### src/rtl/pic_pkg.sv
package pic_pkg;
  // Register word addresses
  localparam int ADDR_SETEN     = 0;
  localparam int ADDR_SETPEND   = 1;  // write: set pending, read: pending mask
  localparam int ADDR_CLRPEND   = 2;  // write: clear pending, read: active mask
  localparam int ADDR_GROUP     = 3;
  localparam int ADDR_PRIO_BASE = 4;

  // Fixed effective priorities of the system exceptions
  localparam int FAULT_LEVEL = -1;
  localparam int RESET_LEVEL = -3;
endpackage

### src/rtl/pic_cfg.sv
module pic_cfg
  import pic_pkg::*;
#(
  parameter int NUM_IRQ = 8,
  parameter int PRIO_W  = 3,
  parameter int DW      = 32,
  parameter int AW      = 4,
  localparam int NSRC   = NUM_IRQ + 2,
  localparam int LW     = PRIO_W + 2,
  localparam int GW     = $clog2(PRIO_W + 1)
) (
  input  logic                     clk,
  input  logic                     rst,
  input  logic                     wr,
  input  logic                     rd,
  input  logic [AW-1:0]            addr,
  input  logic [DW-1:0]            wdata,
  input  logic [NSRC-1:0]          pend,
  input  logic [NSRC-1:0]          act,
  output logic [DW-1:0]            rdata,
  output logic [NSRC-1:0]          en_m,
  output logic [NSRC-1:0]          sw_set,
  output logic [NSRC-1:0]          sw_clr,
  output logic [NSRC-1:0][LW-1:0]  pre_v,
  output logic [NSRC-1:0][LW-1:0]  full_v
);
  logic [NUM_IRQ-1:0]             en_q;
  logic [NUM_IRQ-1:0][PRIO_W-1:0] prio_q;
  logic [GW-1:0]                  grp_q;
  logic [PRIO_W-1:0]              hi_mask;
  logic [DW-1:0]                  rdata_q;
  int                             a_i;
  logic                           unused_wdata;

  assign a_i          = int'(addr);
  assign unused_wdata = ^wdata;

  always_ff @(posedge clk) begin
    if (rst) begin
      en_q   <= '0;
      prio_q <= '0;
      grp_q  <= '0;
    end else if (wr) begin
      if (a_i == ADDR_SETEN) en_q <= en_q | wdata[NUM_IRQ-1:0];
      if (a_i == ADDR_GROUP) begin
        if (int'(wdata[GW-1:0]) > PRIO_W) grp_q <= GW'(PRIO_W);
        else                              grp_q <= wdata[GW-1:0];
      end
      for (int k = 0; k < NUM_IRQ; k++) begin
        if (a_i == ADDR_PRIO_BASE + k) prio_q[k] <= wdata[PRIO_W-1:0];
      end
    end
  end

  always_ff @(posedge clk) begin
    if (rst) begin
      rdata_q <= '0;
    end else if (rd) begin
      rdata_q <= '0;
      if (a_i == ADDR_SETEN)   rdata_q <= DW'(en_q);
      if (a_i == ADDR_SETPEND) rdata_q <= DW'(pend);
      if (a_i == ADDR_CLRPEND) rdata_q <= DW'(act);
      if (a_i == ADDR_GROUP)   rdata_q <= DW'(grp_q);
      for (int k = 0; k < NUM_IRQ; k++) begin
        if (a_i == ADDR_PRIO_BASE + k) rdata_q <= DW'(prio_q[k]);
      end
    end
  end
  assign rdata = rdata_q;

  assign sw_set = (wr && a_i == ADDR_SETPEND) ? {2'b00, wdata[NUM_IRQ-1:0]} : '0;
  assign sw_clr = (wr && a_i == ADDR_CLRPEND) ? {2'b00, wdata[NUM_IRQ-1:0]} : '0;
  assign en_m   = {2'b11, en_q};

  // Upper bits of a priority form the preemption value
  assign hi_mask = {PRIO_W{1'b1}} << grp_q;

  for (genvar g = 0; g < NUM_IRQ; g++) begin : g_irq_lvl
    assign full_v[g] = {2'b00, prio_q[g]};
    assign pre_v[g]  = {2'b00, prio_q[g] & hi_mask};
  end
  assign full_v[NUM_IRQ]   = LW'(FAULT_LEVEL);
  assign pre_v[NUM_IRQ]    = LW'(FAULT_LEVEL);
  assign full_v[NUM_IRQ+1] = LW'(RESET_LEVEL);
  assign pre_v[NUM_IRQ+1]  = LW'(RESET_LEVEL);

  // enable bits only ever rise
  assert_enable_sticky_R3: assert property (@(posedge clk) disable iff (rst)
    (en_q & $past(en_q)) == $past(en_q));
  // grouping field stays within the priority width
  assert_group_range_R6: assert property (@(posedge clk) disable iff (rst)
    int'(grp_q) <= PRIO_W);
endmodule

### src/rtl/pic_pick.sv
module pic_pick #(
  parameter int NUM_IRQ = 8,
  parameter int PRIO_W  = 3,
  localparam int NSRC   = NUM_IRQ + 2,
  localparam int IDW    = $clog2(NSRC),
  localparam int LW     = PRIO_W + 2
) (
  input  logic                    clk,
  input  logic                    rst,
  input  logic [NSRC-1:0]         cand,
  input  logic [NSRC-1:0][LW-1:0] full_v,
  input  logic [NSRC-1:0][LW-1:0] pre_v,
  output logic                    any,
  output logic [IDW-1:0]          win_id,
  output logic [LW-1:0]           win_pre
);
  logic [LW-1:0] best;

  // Strict comparison keeps the lower index on a tie
  always_comb begin
    any    = 1'b0;
    win_id = '0;
    best   = '0;
    for (int i = 0; i < NSRC; i++) begin
      if (cand[i] && (!any || $signed(full_v[i]) < $signed(best))) begin
        any    = 1'b1;
        win_id = IDW'(i);
        best   = full_v[i];
      end
    end
  end
  assign win_pre = pre_v[win_id];

  // the chosen source is an eligible pending one
  assert_winner_pending_R5: assert property (@(posedge clk) disable iff (rst)
    any |-> cand[win_id]);
  // nothing eligible means no winner
  assert_no_cand_no_win_R5: assert property (@(posedge clk) disable iff (rst)
    (cand == '0) |-> !any);
endmodule

### src/rtl/pic_lvl.sv
module pic_lvl #(
  parameter int NUM_IRQ = 8,
  parameter int PRIO_W  = 3,
  localparam int NSRC   = NUM_IRQ + 2,
  localparam int LW     = PRIO_W + 2
) (
  input  logic [NSRC-1:0]         mask,
  input  logic [NSRC-1:0][LW-1:0] pre_v,
  output logic [LW-1:0]           lvl
);
  localparam logic [LW-1:0] NONE_V = LW'(1 << PRIO_W);

  always_comb begin
    lvl = NONE_V;
    for (int i = 0; i < NSRC; i++) begin
      if (mask[i] && $signed(pre_v[i]) < $signed(lvl)) lvl = pre_v[i];
    end
  end
endmodule

### src/rtl/pic_track.sv
module pic_track #(
  parameter int NUM_IRQ = 8,
  parameter int PRIO_W  = 3,
  localparam int NSRC   = NUM_IRQ + 2,
  localparam int IDW    = $clog2(NSRC),
  localparam int LW     = PRIO_W + 2,
  localparam int SDEP   = (1 << PRIO_W) + 2,
  localparam int PW     = $clog2(SDEP + 1)
) (
  input  logic            clk,
  input  logic            rst,
  input  logic [NSRC-1:0] set_m,
  input  logic [NSRC-1:0] clr_m,
  input  logic            exit_i,
  input  logic            win_any,
  input  logic [IDW-1:0]  win_id,
  input  logic [LW-1:0]   win_pre,
  input  logic [LW-1:0]   lvl_after,
  input  logic [LW-1:0]   lvl_next,
  output logic [NSRC-1:0] pend_q,
  output logic [NSRC-1:0] act_q,
  output logic [NSRC-1:0] act_after,
  output logic [NSRC-1:0] act_next,
  output logic            entry_o,
  output logic [IDW-1:0]  entry_id_o,
  output logic            chain_o,
  output logic            ret_o,
  output logic [LW-1:0]   exec_o
);
  localparam logic [LW-1:0] NONE_V = LW'(1 << PRIO_W);

  logic [IDW-1:0]  stk [SDEP];
  logic [PW-1:0]   ptr;
  logic [IDW-1:0]  top_id;
  logic            pop, room, take;
  logic [NSRC-1:0] take_oh, pend_n;

  assign pop     = exit_i && (ptr != '0);
  assign top_id  = (ptr != '0) ? stk[ptr - PW'(1)] : '0;
  assign act_after = act_q & ~(pop ? (NSRC'(1) << top_id) : '0);
  assign room    = pop || (int'(ptr) < SDEP);
  assign take    = win_any && room && ($signed(win_pre) < $signed(lvl_after));
  assign take_oh = take ? (NSRC'(1) << win_id) : '0;
  assign act_next = act_after | take_oh;
  assign pend_n  = (pend_q & ~clr_m & ~take_oh) | set_m;

  // Entry order memory
  always_ff @(posedge clk) begin
    if (take) begin
      if (pop) stk[ptr - PW'(1)] <= win_id;
      else     stk[ptr]          <= win_id;
    end
  end

  always_ff @(posedge clk) begin
    if (rst) begin
      pend_q     <= '0;
      act_q      <= '0;
      ptr        <= '0;
      entry_o    <= 1'b0;
      entry_id_o <= '0;
      chain_o    <= 1'b0;
      ret_o      <= 1'b0;
      exec_o     <= NONE_V;
    end else begin
      pend_q  <= pend_n;
      act_q   <= act_next;
      if (take && !pop)      ptr <= ptr + PW'(1);
      else if (pop && !take) ptr <= ptr - PW'(1);
      entry_o <= take;
      if (take) entry_id_o <= win_id;
      chain_o <= take && pop;
      ret_o   <= pop && !take;
      exec_o  <= lvl_next;
    end
  end

  // nesting depth stays within the entry memory
  assert_stack_bound_R8: assert property (@(posedge clk) disable iff (rst)
    int'(ptr) <= SDEP);
  // an entry always lowers the execution level below the prior level
  assert_entry_lowers_level_R7: assert property (@(posedge clk) disable iff (rst)
    entry_o |-> $signed(exec_o) < $signed($past(lvl_after)));
  // every exit of a live handler is answered by a chain or a return
  assert_exit_answered_R10: assert property (@(posedge clk) disable iff (rst)
    (exit_i && ptr != '0) |=> (entry_o || ret_o));
  // a chained entry only follows an exit strobe
  assert_chain_after_exit_R9: assert property (@(posedge clk) disable iff (rst)
    chain_o |-> $past(exit_i));
  // execution level shows none exactly when nothing is active
  assert_exec_tracks_active_R12: assert property (@(posedge clk) disable iff (rst)
    (act_q == '0) == (exec_o == NONE_V));
  // an entered source is active
  assert_entry_sets_active_R11: assert property (@(posedge clk) disable iff (rst)
    entry_o |-> act_q[entry_id_o]);
endmodule

### src/rtl/prio_irq_ctrl.sv
module prio_irq_ctrl #(
  parameter int NUM_IRQ = 8,
  parameter int PRIO_W  = 3,
  parameter int DW      = 32,
  parameter int AW      = 4,
  localparam int NSRC   = NUM_IRQ + 2,
  localparam int IDW    = $clog2(NSRC),
  localparam int LW     = PRIO_W + 2
) (
  input  logic               clk,
  input  logic               rst,
  input  logic [NUM_IRQ-1:0] irq_i,
  input  logic               fault_i,
  input  logic               rst_exc_i,
  input  logic               reg_wr_i,
  input  logic               reg_rd_i,
  input  logic [AW-1:0]      reg_addr_i,
  input  logic [DW-1:0]      reg_wdata_i,
  output logic [DW-1:0]      reg_rdata_o,
  input  logic               exit_i,
  output logic               entry_o,
  output logic [IDW-1:0]     entry_id_o,
  output logic               entry_chain_o,
  output logic               ret_o,
  output logic [LW-1:0]      exec_prio_o
);
  logic [NSRC-1:0]         en_m, sw_set, sw_clr, set_m, cand;
  logic [NSRC-1:0]         pend_q, act_q, act_after, act_next;
  logic [NSRC-1:0][LW-1:0] pre_v, full_v;
  logic                    win_any;
  logic [IDW-1:0]          win_id;
  logic [LW-1:0]           win_pre, lvl_after, lvl_next;

  pic_cfg #(.NUM_IRQ(NUM_IRQ), .PRIO_W(PRIO_W), .DW(DW), .AW(AW)) u_cfg (
    .clk(clk), .rst(rst), .wr(reg_wr_i), .rd(reg_rd_i), .addr(reg_addr_i),
    .wdata(reg_wdata_i), .pend(pend_q), .act(act_q), .rdata(reg_rdata_o),
    .en_m(en_m), .sw_set(sw_set), .sw_clr(sw_clr), .pre_v(pre_v), .full_v(full_v)
  );

  // Hardware requests count only on enabled lines; system exceptions always count
  assign set_m = {rst_exc_i, fault_i, irq_i & en_m[NUM_IRQ-1:0]} | sw_set;
  assign cand  = pend_q & en_m;

  pic_pick #(.NUM_IRQ(NUM_IRQ), .PRIO_W(PRIO_W)) u_pick (
    .clk(clk), .rst(rst), .cand(cand), .full_v(full_v), .pre_v(pre_v),
    .any(win_any), .win_id(win_id), .win_pre(win_pre)
  );

  pic_lvl #(.NUM_IRQ(NUM_IRQ), .PRIO_W(PRIO_W)) u_lvl_dec (
    .mask(act_after), .pre_v(pre_v), .lvl(lvl_after)
  );

  pic_lvl #(.NUM_IRQ(NUM_IRQ), .PRIO_W(PRIO_W)) u_lvl_exec (
    .mask(act_next), .pre_v(pre_v), .lvl(lvl_next)
  );

  pic_track #(.NUM_IRQ(NUM_IRQ), .PRIO_W(PRIO_W)) u_track (
    .clk(clk), .rst(rst), .set_m(set_m), .clr_m(sw_clr), .exit_i(exit_i),
    .win_any(win_any), .win_id(win_id), .win_pre(win_pre),
    .lvl_after(lvl_after), .lvl_next(lvl_next),
    .pend_q(pend_q), .act_q(act_q), .act_after(act_after), .act_next(act_next),
    .entry_o(entry_o), .entry_id_o(entry_id_o), .chain_o(entry_chain_o),
    .ret_o(ret_o), .exec_o(exec_prio_o)
  );
endmodule

### config.mk
export PLATFORM = sky130hd
export DESIGN_NAME = prio_irq_ctrl
export DESIGN_NICKNAME = d
export VERILOG_FILES = /design/src/rtl/pic_pkg.sv /design/src/rtl/pic_cfg.sv /design/src/rtl/pic_pick.sv /design/src/rtl/pic_lvl.sv /design/src/rtl/pic_track.sv /design/src/rtl/prio_irq_ctrl.sv
export SDC_FILE = /design/constraint.sdc
export NUM_CORES = 1
export LEC_CHECK = 0
export BUFFER_PORTS_ARGS = -buffer_cell sky130_fd_sc_hd__buf_2
export CAP_MARGIN = 25
export CELL_PAD_IN_SITES_DETAIL_PLACEMENT = 1
export CELL_PAD_IN_SITES_GLOBAL_PLACEMENT = 1
export CORE_MARGIN = 4
export CORE_UTILIZATION = 45
export DETAILED_ROUTE_END_ITERATION = 16
export GPL_TIMING_DRIVEN = 1
export PLACE_DENSITY = 0.88
export SYNTH_ARGS = -nofsm -noshare
export SYNTH_HDL_FRONTEND = slang
export SYNTH_SLANG_ARGS = --single-unit
### constraint.sdc
create_clock -name clk -period 47.3 [get_ports clk]
set_input_delay 9.46 -clock clk [delete_from_list [all_inputs] [get_ports clk]]
set_output_delay 9.46 -clock clk [all_outputs]
set_load 0.05 [all_outputs]
==> impl_metrics.yaml <==
outcome:
  run_status: "finished, final reports clean"
power_and_ir_drop:
  cellPowerDensity_mw_per_mm2: 36.9
  ir_drop_v: 0.0000218
  power.leakage_nw: 4.18
clock_network:
  cts_made_buffers: 17
  clock_sinks: 120
  cts_max_level: 4
  cts_resized: 0
  cts_root_buf: "clkbuf_16"
  cts_tree: "done"
  clockBufferDepth: 2
  ctsHoldBuffers: 0
  post-cts-setup-buffers: 0
  path_clk_slew_ns: 0.07
  insertion_delay_ns: 0.45
finish:
  syn_to_final_growth_pct: 9.67
  drive_gt1_frac: 0.138
  multi_input_area_sq_mm: 0.00638
  fillers: 2561
  nets: 1291
  register_area_sq_mm: 0.00280
  antenna-diode-count: 0
drt:
  first_pass_iters: 6
  wire_per_inst_microns: 24.2
  drt-total-wl_microns: 35800
  drt_iter0_drc: 913
  via_count: 9915
  drc: 0
  antenna_left: 0
  via_per_inst: 6.72
setup_path:
  r2r_end: "u_track.exec_o[0]$_SDFF_PP0_"
  startpoint: "exit_i"
  cp_slowest_cell: "nor4_2"
  critical_path.endpoint_type: "flop"
  cpMostUsedCell: "a21oi_1"
  critPathLaunchType: "input pin"
  reg2reg_depth: 110
  crit_end: "u_track.exec_o[0]$_SDFF_PP0_"
  cp_max_fo: 8
  reg2reg_from: "u_cfg.full_v[2]$_SDFFE_PP0P_"
  rrSetupSlack_ns: 20.78
  cp_data_arrival_time_ns: 32.83
  slowest_delay_ns: 0.66
  critPathKind: "in2reg"
  worstPathRequired_ns: 47.63
yosys:
  yosysTopAreaCellShare: 0.166
  synth_area_leaders: "dfxtp_1 17%, edfxtp_1 12%, ha_1 6.7%, a21oi_1 5.2%, nand2_1 4.9%"
  synth_area_per_cell_sq_um: 8.28
  synth_area_sq_mm: 0.00965
  async_flop_share: 0
  ys.warnings.count: 0
  synth_seq_cells: 120
  synth_edf_count: 40
  yosysSeqAreaShare: 0.290
  synthCells: 1166
  ys_types: 109
  synthFlopType: "dfxtp_1"
  synth_top_cell_by_area: "dfxtp_1"
global_routing:
  antenna_found_initial: 0
  met1_usage: 0.388
  grt_max_degree: 81
  grtUsageTotal: 0.295
  grt_pass1_wl_microns: 56000
  grt_pass1_vias: 10061
  grt_busiest_layer: "met2"
  grt_use_met2: 0.462
  use_met3: 0.0627
  grt-ovfl-total: 0
timing:
  max_freq_mhz: 30.8
  finalSetupViolCount: 0
  period_minus_slack_ns: 32.49
  slew_viol_final: 0
  setup_tns_ns: 0
  whs_ns: 0.478
  worst_pin_slew_ns: 0.957
  slew_headroom: 0.361
  hold_violations: 0
  fin_skew_ns: 0.0155
  rsz0062_at_grt: "no"
  fin_crit_sh: 0.687
floorplanning:
  die-width_microns: 154
  pin_count: 95
  core-area_sq_mm: 0.0211
  die_height_microns: 154
  rows: 53
  initial_core_util: 0.458
  die_area_sq_mm: 0.0239
min_path:
  hp-class: "reg2reg"
placement:
  place_congestion: 0.954
  dp_hpwl_microns: 26400
  port_buffers: 48
flow_run:
  drv_cap: 0
==> critical path: cells and delay by family <==
family	cells	cell delay, ns
buffers and inverters	2	0.17
and+or+nand+nor	26	5.10
muxes	6	2.04
adders and majority gates	15	4.32
AOI/OAI and AO/OA	51	11.74
==> kinds of logic after synthesis <==
group                    share of synthesized area
XOR/XNOR                                   0.00363
other                                     0.000388
flip-flops                                   0.290
AND/OR/NAND/NOR                              0.203
AO/OA/AOI/OAI                                0.292
multiplexers                                0.0863
buffers and inverters                       0.0569
adder cells (fa/ha/maj)                     0.0674
==> stage by stage <==
step / util / worst slack, ns / instance area [sq um] / total power, mW / std cells
2_1_floorplan: - / 18.71 / 9730 / 0.217 / 1187
4_1_cts: 0.502 / 15.00 / 10600 / 0.388 / 1475
5_1_grt: 0.502 / 13.19 / 10600 / 0.406 / 1476
3_3_place_gp: 0.473 / 15.70 / 9980 / 0.239 / 1443
6_report: 0.502 / 14.81 / 10600 / 0.391 / 1476
3_5_place_dp: 0.473 / 15.01 / 9980 / 0.247 / 1443
==> per-layer routing <==
| layer | vias to the layer above | share of wire |
|---|---|---|
| met5 | - | 0 |
| met4 | 0 | 0.050 |
| met3 | 137 | 0.093 |
| met2 | 523 | 0.44 |
| met1 | 4866 | 0.42 |
| li1 | 4389 | - |
==> cell usage after synthesis (all sizes together), types with 9 or more instances <==
cell type and n:
nand2 127, clkbuf 39, o21a 15, o211ai 13
nor2b 19, o21ai 84, mux2i 36, ha 52
a21o 20, dfxtp 80, mux4 12, a211oi 17
a22oi 9, o31ai 11, o31a 11, a21oi 101
o211a 9, nor3 30, edfxtp 40, nor2 125
nand2b 21, nand3 32, inv 43, o41ai 9
or2 9, mux2 18, buf 34
==> cells in the final DEF (no fill, tap or decap), types with 5 or more instances in the layout <==
| master | count |
|---|---|
| a211oi_1 | 16 |
| a21o_1 | 19 |
| a21oi_1 | 100 |
| a221oi_1 | 6 |
| a22oi_1 | 9 |
| a311oi_1 | 6 |
| a31oi_1 | 7 |
| and2_1 | 8 |
| buf_2 | 48 |
| buf_4 | 7 |
| clkbuf_16 | 17 |
| conb_1 | 22 |
| dfxtp_1 | 80 |
| edfxtp_1 | 40 |
| ha_1 | 52 |
| inv_1 | 41 |
| inv_6 | 7 |
| mux2_2 | 18 |
| mux2i_1 | 36 |
| mux4_2 | 12 |
| nand2_1 | 127 |
| nand2b_1 | 21 |
| nand3_1 | 32 |
| nand4_1 | 7 |
| nor2_1 | 125 |
| nor2b_1 | 19 |
| nor3_1 | 29 |
| o211a_1 | 8 |
| o211ai_1 | 12 |
| o21a_1 | 14 |
| o21ai_0 | 80 |
| o21bai_1 | 5 |
| o31a_1 | 11 |
| o31ai_1 | 8 |
| o41ai_2 | 5 |
| or2_2 | 7 |
| or3_1 | 8 |
==> final cells by class <==
cell class / count / area share
Tap cell: 275 / 0.0325
Inverter: 44 / 0.0156
Timing Repair Buffer: 55 / 0.0277
Sequential cell: 120 / 0.265
Multi-Input combinational cell: 950 / 0.603
Clock buffer: 17 / 0.0402
Clock inverter: 15 / 0.0167
==> power by group <==
group	internal, mW	switching (mW)	leakage [nW]
combinational	0.0397	0.0885	2.84
sequential	0.113	0.00796	1.04
clock	0.0798	0.0619	0.296
==> sequential cells by signal, indices dropped and copies added (netlist names) <==
register            cells
u_track.ret_o           1
u_track.ptr             4
u_track.entry_o         1
u_cfg.en_q              8
u_track.chain_o         1
u_track.act_q          10
u_cfg.full_v           24
u_track.pend_q         10
u_track.exec_o          5
u_cfg.rdata            10
u_track.entry_id_o      4
u_cfg.grp_q             2
u_track.stk            40
==> worst min path at each step <==
stage | start | end | cells past startpoint | slack, ns
6_report | u_track.entry_id_o[2]$_SDFFE_PP0P_ | u_track.entry_id_o[2]$_SDFFE_PP0P_ | 2 | 0.48
5_1_grt | u_track.entry_id_o[1]$_SDFFE_PP0P_ | u_track.entry_id_o[1]$_SDFFE_PP0P_ | 2 | 0.51
4_1_cts | u_track.entry_id_o[2]$_SDFFE_PP0P_ | u_track.entry_id_o[2]$_SDFFE_PP0P_ | 2 | 0.48
3_5_place_dp | u_track.entry_id_o[2]$_SDFFE_PP0P_ | u_track.entry_id_o[2]$_SDFFE_PP0P_ | 2 | 0.47
3_3_place_gp | u_track.entry_id_o[1]$_SDFFE_PP0P_ | u_track.entry_id_o[1]$_SDFFE_PP0P_ | 2 | 0.44
2_1_floorplan | u_track.pend_q[3]$_SDFF_PP0_ | u_track.pend_q[3]$_SDFF_PP0_ | 2 | 0.47
Note: power is estimated with default switching activity, not from simulation.
